File: src/rtl/sctx_pkg.sv
package sctx_pkg;

   // Frame phases decoded from the bit counter
   typedef enum logic [1:0] {
      PH_START  = 2'd0,
      PH_DATA   = 2'd1,
      PH_PARITY = 2'd2,
      PH_STOP   = 2'd3
   } phase_t;

   // Counter layout: 0 = start, 1..dw = data, dw+1 = parity, dw+2 = stop
   function automatic phase_t phase_of(input int unsigned cnt, input int unsigned dw);
      if (cnt == 0)
         return PH_START;
      else if (cnt <= dw)
         return PH_DATA;
      else if (cnt == dw + 1)
         return PH_PARITY;
      else
         return PH_STOP;
   endfunction

endpackage

File: src/rtl/sctx_seq.sv
module sctx_seq
   import sctx_pkg::*;
#(
   parameter int DATA_W = 7
) (
   input  logic   clk,
   input  logic   rst,
   input  logic   bit_tick,
   input  logic   go,
   output phase_t phase_o
);

   localparam int LAST_IDX = DATA_W + 2;
   localparam int CNT_W    = $clog2(LAST_IDX + 1);
   localparam logic [CNT_W-1:0] STOP_IDX = CNT_W'(LAST_IDX);

   logic [CNT_W-1:0] cnt_q;

   always_ff @(posedge clk) begin
      if (rst) begin
         cnt_q <= STOP_IDX;
      end else if (bit_tick) begin
         if (cnt_q == STOP_IDX) begin
            if (go)
               cnt_q <= '0;
         end else begin
            cnt_q <= cnt_q + CNT_W'(1);
         end
      end
   end

   assign phase_o = phase_of(int'(cnt_q), DATA_W);

endmodule

File: src/rtl/sctx_hold.sv
module sctx_hold #(
   parameter int DATA_W    = 7,
   parameter bit LSB_FIRST = 1'b1
) (
   input  logic              clk,
   input  logic              rst,
   input  logic              load,
   input  logic              shift,
   input  logic [DATA_W-1:0] char_in,
   output logic              cur_bit
);

   logic [DATA_W-1:0] hold_q;

   generate
      if (LSB_FIRST) begin : g_lsb
         always_ff @(posedge clk) begin
            if (rst)
               hold_q <= '0;
            else if (load)
               hold_q <= char_in;
            else if (shift)
               hold_q <= hold_q >> 1;
         end
         assign cur_bit = hold_q[0];
      end else begin : g_msb
         always_ff @(posedge clk) begin
            if (rst)
               hold_q <= '0;
            else if (load)
               hold_q <= char_in;
            else if (shift)
               hold_q <= hold_q << 1;
         end
         assign cur_bit = hold_q[DATA_W-1];
      end
   endgenerate

endmodule

File: src/rtl/sctx_par.sv
module sctx_par (
   input  logic clk,
   input  logic rst,
   input  logic clear,
   input  logic step,
   input  logic bit_in,
   output logic par_q
);

   always_ff @(posedge clk) begin
      if (rst || clear)
         par_q <= 1'b0;
      else if (step && bit_in)
         par_q <= ~par_q;
   end

endmodule

File: src/rtl/sctx_line.sv
module sctx_line
   import sctx_pkg::*;
#(
   parameter bit ODD_PARITY = 1'b0
) (
   input  phase_t phase,
   input  logic   data_bit,
   input  logic   par_q,
   output logic   txd
);

   logic par_bit;

   generate
      if (ODD_PARITY) begin : g_odd
         assign par_bit = ~par_q;
      end else begin : g_even
         assign par_bit = par_q;
      end
   endgenerate

   always_comb begin
      case (phase)
         PH_START:  txd = 1'b0;
         PH_DATA:   txd = data_bit;
         PH_PARITY: txd = par_bit;
         default:   txd = 1'b1;
      endcase
   end

endmodule

File: src/rtl/ser_char_tx.sv
module ser_char_tx
   import sctx_pkg::*;
#(
   parameter int DATA_W     = 7,
   parameter bit ODD_PARITY = 1'b0,
   parameter bit LSB_FIRST  = 1'b1
) (
   input  logic              clk,
   input  logic              rst,
   input  logic              bit_tick,
   input  logic              send_req,
   input  logic [DATA_W-1:0] char_in,
   output logic              txd,
   output logic              busy,
   output logic              done
);

   generate
      if (DATA_W < 2 || DATA_W > 32) begin : g_bad_width
         $error("ser_char_tx: DATA_W must lie in 2..32");
      end
   endgenerate

   phase_t phase;
   logic   accept;
   logic   in_stop;
   logic   data_bit;
   logic   par_q;
   logic   busy_q;
   logic   done_q;

   assign in_stop = (phase == PH_STOP);
   assign accept  = in_stop && bit_tick && send_req;

   sctx_seq #(.DATA_W(DATA_W)) u_seq (
      .clk      (clk),
      .rst      (rst),
      .bit_tick (bit_tick),
      .go       (send_req),
      .phase_o  (phase)
   );

   sctx_hold #(.DATA_W(DATA_W), .LSB_FIRST(LSB_FIRST)) u_hold (
      .clk     (clk),
      .rst     (rst),
      .load    (accept),
      .shift   (bit_tick && (phase == PH_DATA)),
      .char_in (char_in),
      .cur_bit (data_bit)
   );

   sctx_par u_par (
      .clk    (clk),
      .rst    (rst),
      .clear  (phase == PH_START),
      .step   (bit_tick && (phase == PH_DATA)),
      .bit_in (data_bit),
      .par_q  (par_q)
   );

   sctx_line #(.ODD_PARITY(ODD_PARITY)) u_line (
      .phase    (phase),
      .data_bit (data_bit),
      .par_q    (par_q),
      .txd      (txd)
   );

   always_ff @(posedge clk) begin
      if (rst) begin
         busy_q <= 1'b0;
         done_q <= 1'b0;
      end else begin
         done_q <= in_stop && bit_tick && busy_q;
         if (accept)
            busy_q <= 1'b1;
         else if (in_stop && bit_tick)
            busy_q <= 1'b0;
      end
   end

   assign busy = busy_q;
   assign done = done_q;

endmodule

File: config.mk
export PLATFORM = sky130hd
export DESIGN_NAME = ser_char_tx
export DESIGN_NICKNAME = d
export VERILOG_FILES = /design/src/rtl/sctx_pkg.sv /design/src/rtl/sctx_seq.sv /design/src/rtl/sctx_hold.sv /design/src/rtl/sctx_par.sv /design/src/rtl/sctx_line.sv /design/src/rtl/ser_char_tx.sv
export SDC_FILE = /design/constraint.sdc
export NUM_CORES = 1
export LEC_CHECK = 0
export ABC_AREA = 1
export BUFFER_PORTS_ARGS = -buffer_cell sky130_fd_sc_hd__buf_2
export CORE_MARGIN = 2
export CORE_UTILIZATION = 45
export CTS_BUF_LIST = sky130_fd_sc_hd__clkbuf_8
export CTS_CLUSTER_DIAMETER = 100
export DETAILED_ROUTE_END_ITERATION = 10
export PLACE_DENSITY = 0.66
export SLEW_MARGIN = 0
export SYNTH_ARGS = -nofsm -noshare
export SYNTH_HDL_FRONTEND = slang
export SYNTH_SLANG_ARGS = --single-unit
File: constraint.sdc
create_clock -name clk -period 1.95 [get_ports clk]
set_clock_uncertainty 0.2 [all_clocks]
set_input_delay 0.195 -clock clk [delete_from_list [all_inputs] [get_ports clk]]
set_output_delay 0.195 -clock clk [all_outputs]
set_load 0.05 [all_outputs]
==> out/qor.yml, run 1 <==
layout_commonest_cell: "nand2_1"
io_pins: 14
n_fill_cell: 178
drt_iter0_drc: 7
fin_nets: 152
io_buffers: 13
fp-row-count: 15
final_area_um2: 1030
drt_pass1_iterations: 4
die_area_um2: 2300
crit_path_end_kind: "output port"
ys_seq_elements: 14
rsz0062_at_grt: "false"
tritoncts: "yes"
ys.flop_type: "dfxtp_1"
worstMarginPinSlew_ns: 0.360
die_y_um: 47.9
cts_max_level: 1
netlist_area_um2: 868
p_comb_share_pct: 27.9
layout_common_cells: "nand2_1, nand3_1, dfxtp_1"
yosysTopAreaCell: "dfxtp_1"
final.min_clock_period_ns: 1.73
internal-power_mw: 0.581
vias_per_cell: 4.90
wl_per_cell_um: 10.3
dp_hpwl_mm: 1.20
numCtsBuffers: 3
synth_area_leaders: "dfxtp_1, nand2_1, nand3_1, nand3_2, inv_1"
grt_pass1_wl_mm: 2.78
synthesis.nets: 134
syn_inst: 123
layout-drive-gt1-share_pct: 27.1
cp.arrival_ns: 1.34
final_max_slew_viol_count: 0
setup_tns_ns: 0
powerDensity_nw_per_um2: 835
regArea_um2: 280
postRouteAntennaNets: 0
routabilityCongestion: 0.833
num_vias: 808
placed_cell_area_um2: 941
clkPwrFrac_pct: 33.3
die_w_um: 47.9
synth_top_area_share_pct: 32.3
switching_share_pct: 32.4
postRouteWirelength_mm: 1.71
core_um2: 1760
track_usage_pct: 17.4
clkLatencyLatePin_ns: 0.25
startpoint_type: "flip-flop"
timing.fmax_mhz: 577
path_clk_slew_ns: 0.06
peakVddDrop_v: 0.000433
ys_seq_area_share_pct: 32.3
crit_type: "reg -> out"
diodes: 0
area_growth_pct: 18.4
cts_num_sinks: 14
multiInputGateArea_um2: 485
start_util_pct: 49.2
finalSetupViolCount: 0
hold_path_class: "in -> reg"
crit_fanout: 5
seqPwrFrac_pct: 38.8
antenna_found_initial: 0
power_switching_mw: 0.279
root_buffer: "clkbuf_8"
synth-async-reset-ratio_pct: 0
grt_max_degree: 18
ys_types: 27
outcome: "finished clean"
drc: 0
timing.slew.headroom_pct: 76.0
first_global_vias: 645
drv_cap: 0
ys_warn_count: 0
synth-edff-count: 0
hold_viol_final: 0
cts_buffer_depth: 2
required_ns: 1.55
overflow: 0
syn_area_per_cell_um2: 7.06
leakagePower_nw: 0.501
finalCritPeriodShare_pct: 88.9
## cell usage after synthesis (2+ instances only)
cell       n
a21oi_1    5
clkinv_1   6
dfxtp_1   14
inv_1     12
inv_2      2
nand2_1   26
nand2_2    2
nand2_4    3
nand3_1   14
nand3_2    6
nand4_1    7
nor2_1     9
nor2_2     2
o21bai_1   2
## sequential cells by signal, indices dropped and copies added, names as in the netlist
| register | cells |
|---|---|
| busy | 1 |
| u_hold.hold_q | 7 |
| done | 1 |
| u_seq.cnt_q | 4 |
| u_par.par_q | 1 |
## power by group through the flow
| stage | Sequential, mW | Clock (mW) | Combinational (mW) |
|---|---|---|---|
| finish | 0.334 | 0.286 | 0.240 |
| global route | 0.336 | 0.315 | 0.269 |
| CTS | 0.332 | 0.297 | 0.229 |
| detailed placement | 0.338 | 0 | 0.227 |
| global placement | 0.337 | 0 | 0.226 |
| floorplan | 0.342 | 0 | 0.184 |
## routing by layer
metal / vias to the layer above / global-route usage, % / wire length [µm]
li1: 436 / - / -
met1: 347 / 26.0 / 877
met2: 19 / 22.9 / 716
met3: 6 / 3.77 / 73
met4: 0 / 8.65 / 39
met5: - / 0 / 0
## critical path, stage by stage, from the launching register on
cell,delay [ns]
dfxtp_1,0.41
inv_1,0.13
nand2_4,0.08
a21oi_1,0.03
o21bai_1,0.16
inv_1,0.06
clkbuf_4,0.22
## worst paths after layout
| check | from | endpoint | slack, ns | cells past startpoint |
|---|---|---|---|---|
| max reg2reg | u_seq.cnt_q[2] | u_hold.hold_q[4] | 0.37 | 8 |
| min | char_in[6] | u_hold.hold_q[6] | 0.05 | 3 |
| min reg2reg | busy | done | 0.27 | 2 |
| max | u_seq.cnt_q[2] | txd | 0.22 | 6 |
## final cells by class
class                   instances  area share (%)
clock buffers                   4            5.35
flip-flops and latches         14            27.3
inverters                      21            8.15
repair buffers                 16            9.00
multi-input cells              85            47.2
well taps                      25            3.04
## stage by stage
step	power, mW	util, %	setup slack, ns	cells	hold slack, ns
4_1_cts	0.859	57.0	0.0491	163	0.0417
2_1_floorplan	0.526	-	0.283	123	0.0574
3_3_place_gp	0.564	53.3	0.360	158	0.249
3_5_place_dp	0.565	53.3	0.328	158	0.247
6_report	0.859	58.3	0.216	165	0.0461
5_1_grt	0.920	58.3	0.122	165	0.0440
## repair_timing
item	CTS	global route
endpoints found under the setup margin	0	1
endpoints found under the hold margin	2	0
buffers inserted	0	2
hold buffers	1	0
gates resized for setup	0	2
## cell families after synthesis
kind of cell,synth area share [%]
compound gates,8.36
flops,32.3
simple gates,47.0
buf+inv,12.4
(Power assumes the default switching activity.)
==> inputs of run 2 (changes only) <==
ABC_AREA = not set   (was 1)
PLACE_DENSITY = 0.68   (was 0.66)
SYNTH_HIERARCHICAL = 1   (was not set)
==> out/qor.yml, run 2 <==
fp-row-count: 13  # was 15
layout-drive-gt1-share_pct: 26.1  # was 27.1%
cp.arrival_ns: 1.46  # was 1.34 ns
path_clk_slew_ns: 0.06  # about the same
postRouteWirelength_mm: 1.21  # was 1.71 mm
routabilityCongestion: 0.888  # was 0.833
synthesis.nets: 85  # was 134
die_y_um: 42.6  # was 47.9 µm
io_buffers: 13  # unchanged
io_pins: 14  # unchanged
track_usage_pct: 14.6  # was 17.4%
start_util_pct: 49.8  # was 49.2%
overflow: 0  # unchanged
drv_cap: 0  # unchanged
startpoint_type: "flip-flop"  # unchanged
layout_commonest_cell: "dfxtp_1"  # was nand2_1
grt_pass1_wl_mm: 2.07  # was 2.78 mm
top_regs: "u_hold/hold_q: 7 flops, u_seq/cnt_q: 4 flops"  # was u_hold.hold_q: 7 flops, u_seq.cnt_q: 4 flops
crit_path_end_kind: "output port"  # unchanged
drt_iter0_drc: 6  # was 7
cpMostUsedCell: "buf_4"  # was inv_1
finalSetupViolCount: 0  # unchanged
largest_reg_flops: 7  # unchanged
syn_inst: 74  # was 123
synth-edff-count: 0  # unchanged
first_global_vias: 529  # was 645
ys.flop_type: "dfxtp_1"  # unchanged
yosys.area_share.simple_pct: 24.8  # was 47.0%
synth_area_leaders: "dfxtp_1, mux2i_1, a211oi_1, nor2b_1, nor2_1"  # was dfxtp_1, nand2_1, nand3_1, nand3_2, inv_1
rsz0062_at_grt: "false"  # unchanged
syn_area_per_cell_um2: 9.08  # was 7.06 µm²
placed_cells: 103  # was 158
postRouteAntennaNets: 0  # unchanged
cts_setup_buffers: 0  # unchanged
required_ns: 1.55  # about the same
cts_resized: 0  # unchanged
hold_viol_final: 0  # unchanged
synth_xor_area_share_pct: 1.30  # was 0%
final.min_clock_period_ns: 1.86  # was 1.73 ns
leakagePower_nw: 0.343  # was 0.501 nW
ys_top_cells_by_count: "dfxtp_1, nor2_1, mux2i_1, nor2b_1, a211oi_1"  # was nand2_1, dfxtp_1, nand3_1, inv_1, nor2_1
peakVddDrop_v: 0.000521  # was 0.000433 V
root_buffer: "clkbuf_8"  # unchanged
cts_buffer_depth: 2  # unchanged
antenna_found_initial: 0  # unchanged
placed_cell_area_um2: 763  # was 941 µm²
timing.final.ws_setup_ns: 0.0909  # was 0.216 ns
netlist_area_um2: 672  # was 868 µm²
yosysMostFrequentCell: "dfxtp_1"  # was nand2_1
hold_buffers: 0  # was 1
layout_common_cells: "dfxtp_1, buf_2, nor2_1"  # was nand2_1, nand3_1, dfxtp_1
synth_compound_area_share_pct: 17.9  # was 8.36%
num_vias: 564  # was 808
diodes: 0  # unchanged
finalCritPeriodShare_pct: 95.3  # was 88.9%
hold_path_class: "in -> reg"  # unchanged
powerDensity_nw_per_um2: 892  # was 835 nW/µm²
crit_type: "reg -> out"  # unchanged
area_growth_pct: 23.1  # was 18.4%
numCtsBuffers: 3  # unchanged
core_um2: 1350  # was 1760 µm²
outcome: "finished clean"  # unchanged
vias_per_cell: 5.27  # was 4.90
finalPower_mw: 0.737  # was 0.859 mW
final_max_slew_viol_count: 0  # unchanged
cp_top_family: "simple AND/OR/NAND/NOR gates"  # was buffers and inverters
ys_warn_count: 6  # was 0
setup_tns_ns: 0  # unchanged
grt_max_degree: 15  # was 18
timing.critical_path.buf_inv: 2  # was 3
holdWs_ns: 0.00735  # was 0.0461 ns
ys_seq_area_share_pct: 41.7  # was 32.3%
slowest_stage: "or3_4"  # was dfxtp_1
fin_nets: 104  # was 152
timing.fmax_mhz: 538  # was 577 MHz
n_fill_cell: 125  # was 178
cts_num_sinks: 14  # unchanged
drc: 0  # unchanged
yosysTopAreaCell: "dfxtp_1"  # unchanged
tritoncts: "yes"  # unchanged
dpl_worst_slack_ns: 0.158  # was 0.328 ns
clkLatencyLatePin_ns: 0.24  # was 0.25 ns
timing.slew.headroom_pct: 73.0  # was 76.0%
drt_pass1_iterations: 3  # was 4
path_cells: "or3_4 > buf_4 > a21oi_1 > nor2_1 > buf_4"  # was inv_1 > nand2_4 > a21oi_1 > o21bai_1 > inv_1 > clkbuf_4
final_util_pct: 61.3  # was 58.3%
wl_per_cell_um: 11.3  # was 10.3 µm
top_register: "u_hold/hold_q"  # was u_hold.hold_q
final_area_um2: 827  # was 1030 µm²
ys_seq_elements: 14  # unchanged
synth_top_family_by_area: "simple AND/OR/NAND/NOR gates"  # unchanged
die_w_um: 42.6  # was 47.9 µm
final_cells: 107  # was 165
synth-async-reset-ratio_pct: 0  # unchanged
die_area_um2: 1820  # was 2300 µm²
crit_fanout: 5  # unchanged
ys_types: 24  # was 27
worstMarginPinSlew_ns: 0.404  # was 0.360 ns
max_stage_delay_ns: 0.38  # was 0.41 ns
synth_top_area_share_pct: 41.7  # was 32.3%
synth_fa_ha_area_share_pct: 0  # unchanged
synth_mux_area_share_pct: 10.4  # was 0%
cts_max_level: 1  # unchanged
## run 2: cell types whose count changed in the layout (fill, tap and decap cells not counted), moves of 3 or more
cell      delta
nand2_1     -21
nand3_1     -13
inv_1        -9
mux2i_1      +7
nand4_1      -7
nor2b_1      +7
a211oi_1     +6
clkinv_1     -6
nand3_2      -5
nand2_4      -3
## run 2: kinds of logic (layout without fill, tap and decap cells)
group,Yosys count,in the layout
XOR/XNOR,1,1
AND/OR/NAND/NOR,31,31
buffers and inverters,5,23
multiplexers,7,7
flip-flops,14,14
AO/OA/AOI/OAI,16,16
## run 2: worst paths after layout
check	to	cells past startpoint	startpoint	slack, ns
worst max-delay path	txd	5	u_seq/cnt_q[2]	0.09
worst min-delay path	u_hold/hold_q[6]	3	char_in[6]	0.007
worst max register to register	u_hold/hold_q[6]	6	u_seq/cnt_q[2]	0.17
worst min register to register	done	2	busy	0.28
## run 2: final cells by class
| type | count | area [µm²] | area share (%) |
|---|---|---|---|
| repair buffers | 16 | 90.1 | 10.9 |
| well taps | 15 | 18.8 | 2.27 |
| clock buffers | 4 | 55.1 | 6.66 |
| flip-flops and latches | 14 | 282 | 34.0 |
| inverters | 3 | 11.3 | 1.36 |
| multi-input cells | 55 | 370 | 44.8 |
## run 2: tightest hold or removal path, cell delays in order
cell	delay, ns
buf_2	0.09
nand2_1	0.05
a21oi_1	0.05
## run 2: layer usage
metal | GRT usage [%] | vias up | wire length [µm]
met5 | 0 | - | 0
met4 | 3.75 | 0 | 5
met3 | 2.59 | 2 | 32
met2 | 23.0 | 7 | 551
li1 | - | 300 | -
met1 | 20.4 | 255 | 620
## run 2: power breakdown
part | switching [mW] | internal [mW] | total, mW
logic | 0.0725 | 0.0585 | 0.131
registers | 0.0178 | 0.308 | 0.326
clock network | 0.102 | 0.178 | 0.281
total | 0.193 | 0.545 | 0.737
==> inputs of run 3 (changes only) <==
RECOVER_POWER = 100   (was not set)
TNS_END_PERCENT = 50   (was not set)
==> out/qor.yml, run 3 (synthesized netlist as in run 2, its figures left out) <==
grt_max_degree: 15  # unchanged
num_vias: 559  # was 564
worstHoldPathCells: 3  # unchanged
die_area_um2: 1820  # unchanged
timing.slew.headroom_pct: 59.9  # was 73.0%
rsz0062_at_grt: "false"  # unchanged
routabilityCongestion: 0.888  # unchanged
top_regs: "u_hold/hold_q: 7 flops, u_seq/cnt_q: 4 flops"  # unchanged
hold_path_class: "in -> reg"  # unchanged
layout-drive-gt1-share_pct: 22.8  # was 26.1%
fin_nets: 104  # unchanged
dpl_worst_slack_ns: 0.158  # unchanged
peakVddDrop_v: 0.000521  # about the same
seqPwrFrac_pct: 44.3  # was 44.2%
n_fill_cell: 128  # was 125
crit_path_end_kind: "output port"  # unchanged
first_global_vias: 529  # unchanged
fp-row-count: 13  # unchanged
start_util_pct: 49.8  # unchanged
wl_per_cell_um: 11.2  # was 11.3 µm
largest_reg_flops: 7  # unchanged
placed_cells: 103  # unchanged
met1_usage_pct: 20.4  # unchanged
internal-power_mw: 0.542  # was 0.545 mW
drt_iter0_drc: 6  # unchanged
hold_viol_final: 0  # unchanged
final_max_slew_viol_count: 0  # unchanged
drt_pass1_iterations: 3  # unchanged
r2r-end: "u_hold/hold_q[6]"  # unchanged
cts_setup_buffers: 0  # unchanged
cp.arrival_ns: 1.46  # about the same
rrSetupSlack_ns: 0.10  # was 0.17 ns
met3_usage_pct: 2.59  # unchanged
root_buffer: "clkbuf_8"  # unchanged
numCtsBuffers: 3  # unchanged
startpoint_type: "flip-flop"  # unchanged
switching_share_pct: 26.1  # about the same
cts_num_sinks: 14  # unchanged
leakagePower_nw: 0.330  # was 0.343 nW
crit_type: "reg -> out"  # unchanged
path_clk_slew_ns: 0.06  # about the same
core_um2: 1350  # unchanged
vias_per_cell: 5.22  # was 5.27
layout_commonest_cell: "dfxtp_1"  # unchanged
die_w_um: 42.6  # unchanged
grt-busiest-layer: "met2"  # unchanged
area_growth_pct: 21.8  # was 23.1%
timing.fmax_mhz: 538  # about the same
finalCritPeriodShare_pct: 95.3  # about the same
worstMarginPinSlew_ns: 0.605  # was 0.404 ns
track_usage_pct: 14.6  # unchanged
outcome: "finished clean"  # unchanged
final_util_pct: 60.6  # was 61.3%
crit_fanout: 5  # unchanged
overflow: 0  # unchanged
diodes: 0  # unchanged
r2r_cells: 6  # unchanged
startpoint: "u_seq/cnt_q[2]"  # unchanged
grtUsageMet2_pct: 23.0  # unchanged
die_y_um: 42.6  # unchanged
setup_tns_ns: 0  # unchanged
tritoncts: "yes"  # unchanged
postRouteWirelength_mm: 1.20  # was 1.21 mm
reg2reg_from: "u_seq/cnt_q[2]"  # unchanged
timing.final.ws_setup_ns: 0.0912  # was 0.0909 ns
powerDensity_nw_per_um2: 897  # was 892 nW/µm²
layout_common_cells: "dfxtp_1, buf_2, nor2_1"  # unchanged
p_comb_share_pct: 17.5  # was 17.8%
grt_pass1_wl_mm: 2.07  # unchanged
final.min_clock_period_ns: 1.86  # about the same
power_switching_mw: 0.192  # was 0.193 mW
io_buffers: 13  # unchanged
hp-start: "char_in[6]"  # unchanged
cts_max_level: 1  # unchanged
io_pins: 14  # unchanged
holdWs_ns: 0.00716  # was 0.00735 ns
final_cells: 107  # unchanged
cts_buffer_depth: 2  # unchanged
drv_cap: 0  # unchanged
finalSetupViolCount: 0  # unchanged
postRouteAntennaNets: 0  # unchanged
top_register: "u_hold/hold_q"  # unchanged
clkLatencyLatePin_ns: 0.24  # about the same
clkPwrFrac_pct: 38.2  # was 38.1%
drc: 0  # unchanged
worstHoldEndpoint: "u_hold/hold_q[6]"  # unchanged
required_ns: 1.55  # about the same
antenna_found_initial: 0  # unchanged
run 3: changes by cell type in the layout (fill, tap and decap cells not counted):
cell	change
buf_4	-2
buf_2	-2
clkbuf_2	+1
o21ai_1	-1
o21ai_0	+1
clkbuf_1	+3
run 3: how the worst max path moves through the flow:
| stage | end | depth (start not counted) |
|---|---|---|
| final | txd | 5 |
| after floorplan | u_hold/hold_q[6] | 6 |
| after global routing | u_hold/hold_q[0] | 5 |
| after global placement | u_hold/hold_q[6] | 6 |
| after CTS | txd | 5 |
| after detailed placement | u_hold/hold_q[6] | 6 |
run 3: power groups by stage:
stage	sequential, mW	clock (mW)	combinational (mW)
floorplan	0.334	0	0.0861
global placement	0.331	0	0.127
detailed placement	0.331	0	0.128
CTS	0.325	0.284	0.128
global route	0.329	0.299	0.142
finish	0.325	0.280	0.128
run 3: layer usage:
| metal | wire, µm | vias to the layer above |
|---|---|---|
| met5 | 0 | - |
| met4 | 5 | 0 |
| met3 | 32 | 2 |
| met2 | 548 | 7 |
| met1 | 616 | 252 |
| li1 | - | 298 |
run 3: timing repair:
| item | CTS | global route |
|---|---|---|
| hold buffers | 0 | 0 |
| gates resized for setup | 0 | 4 |
| endpoints found under the setup margin | 0 | 2 |
run 3: cell type report:
cell class | instances | area [µm²] | area share, %
repair buffers | 16 | 81.3 | 9.94
inverters | 3 | 11.3 | 1.38
well taps | 15 | 18.8 | 2.29
multi-input cells | 55 | 370 | 45.3
clock buffers | 4 | 55.1 | 6.73
flip-flops and latches | 14 | 282 | 34.4
run 3: stage by stage:
stage	power [mW]	cell area, µm²
final	0.734	818
after CTS	0.737	818
after floorplan	0.421	672
after detailed placement	0.459	763
after global placement	0.458	763
after global routing	0.770	818
run 3: worst max-delay path: stages (launching register included):
cell and delay (ns):
dfxtp_2 0.34, or3_4 0.38, buf_4 0.15, a21oi_1 0.12, nor2_1 0.05, buf_4 0.18
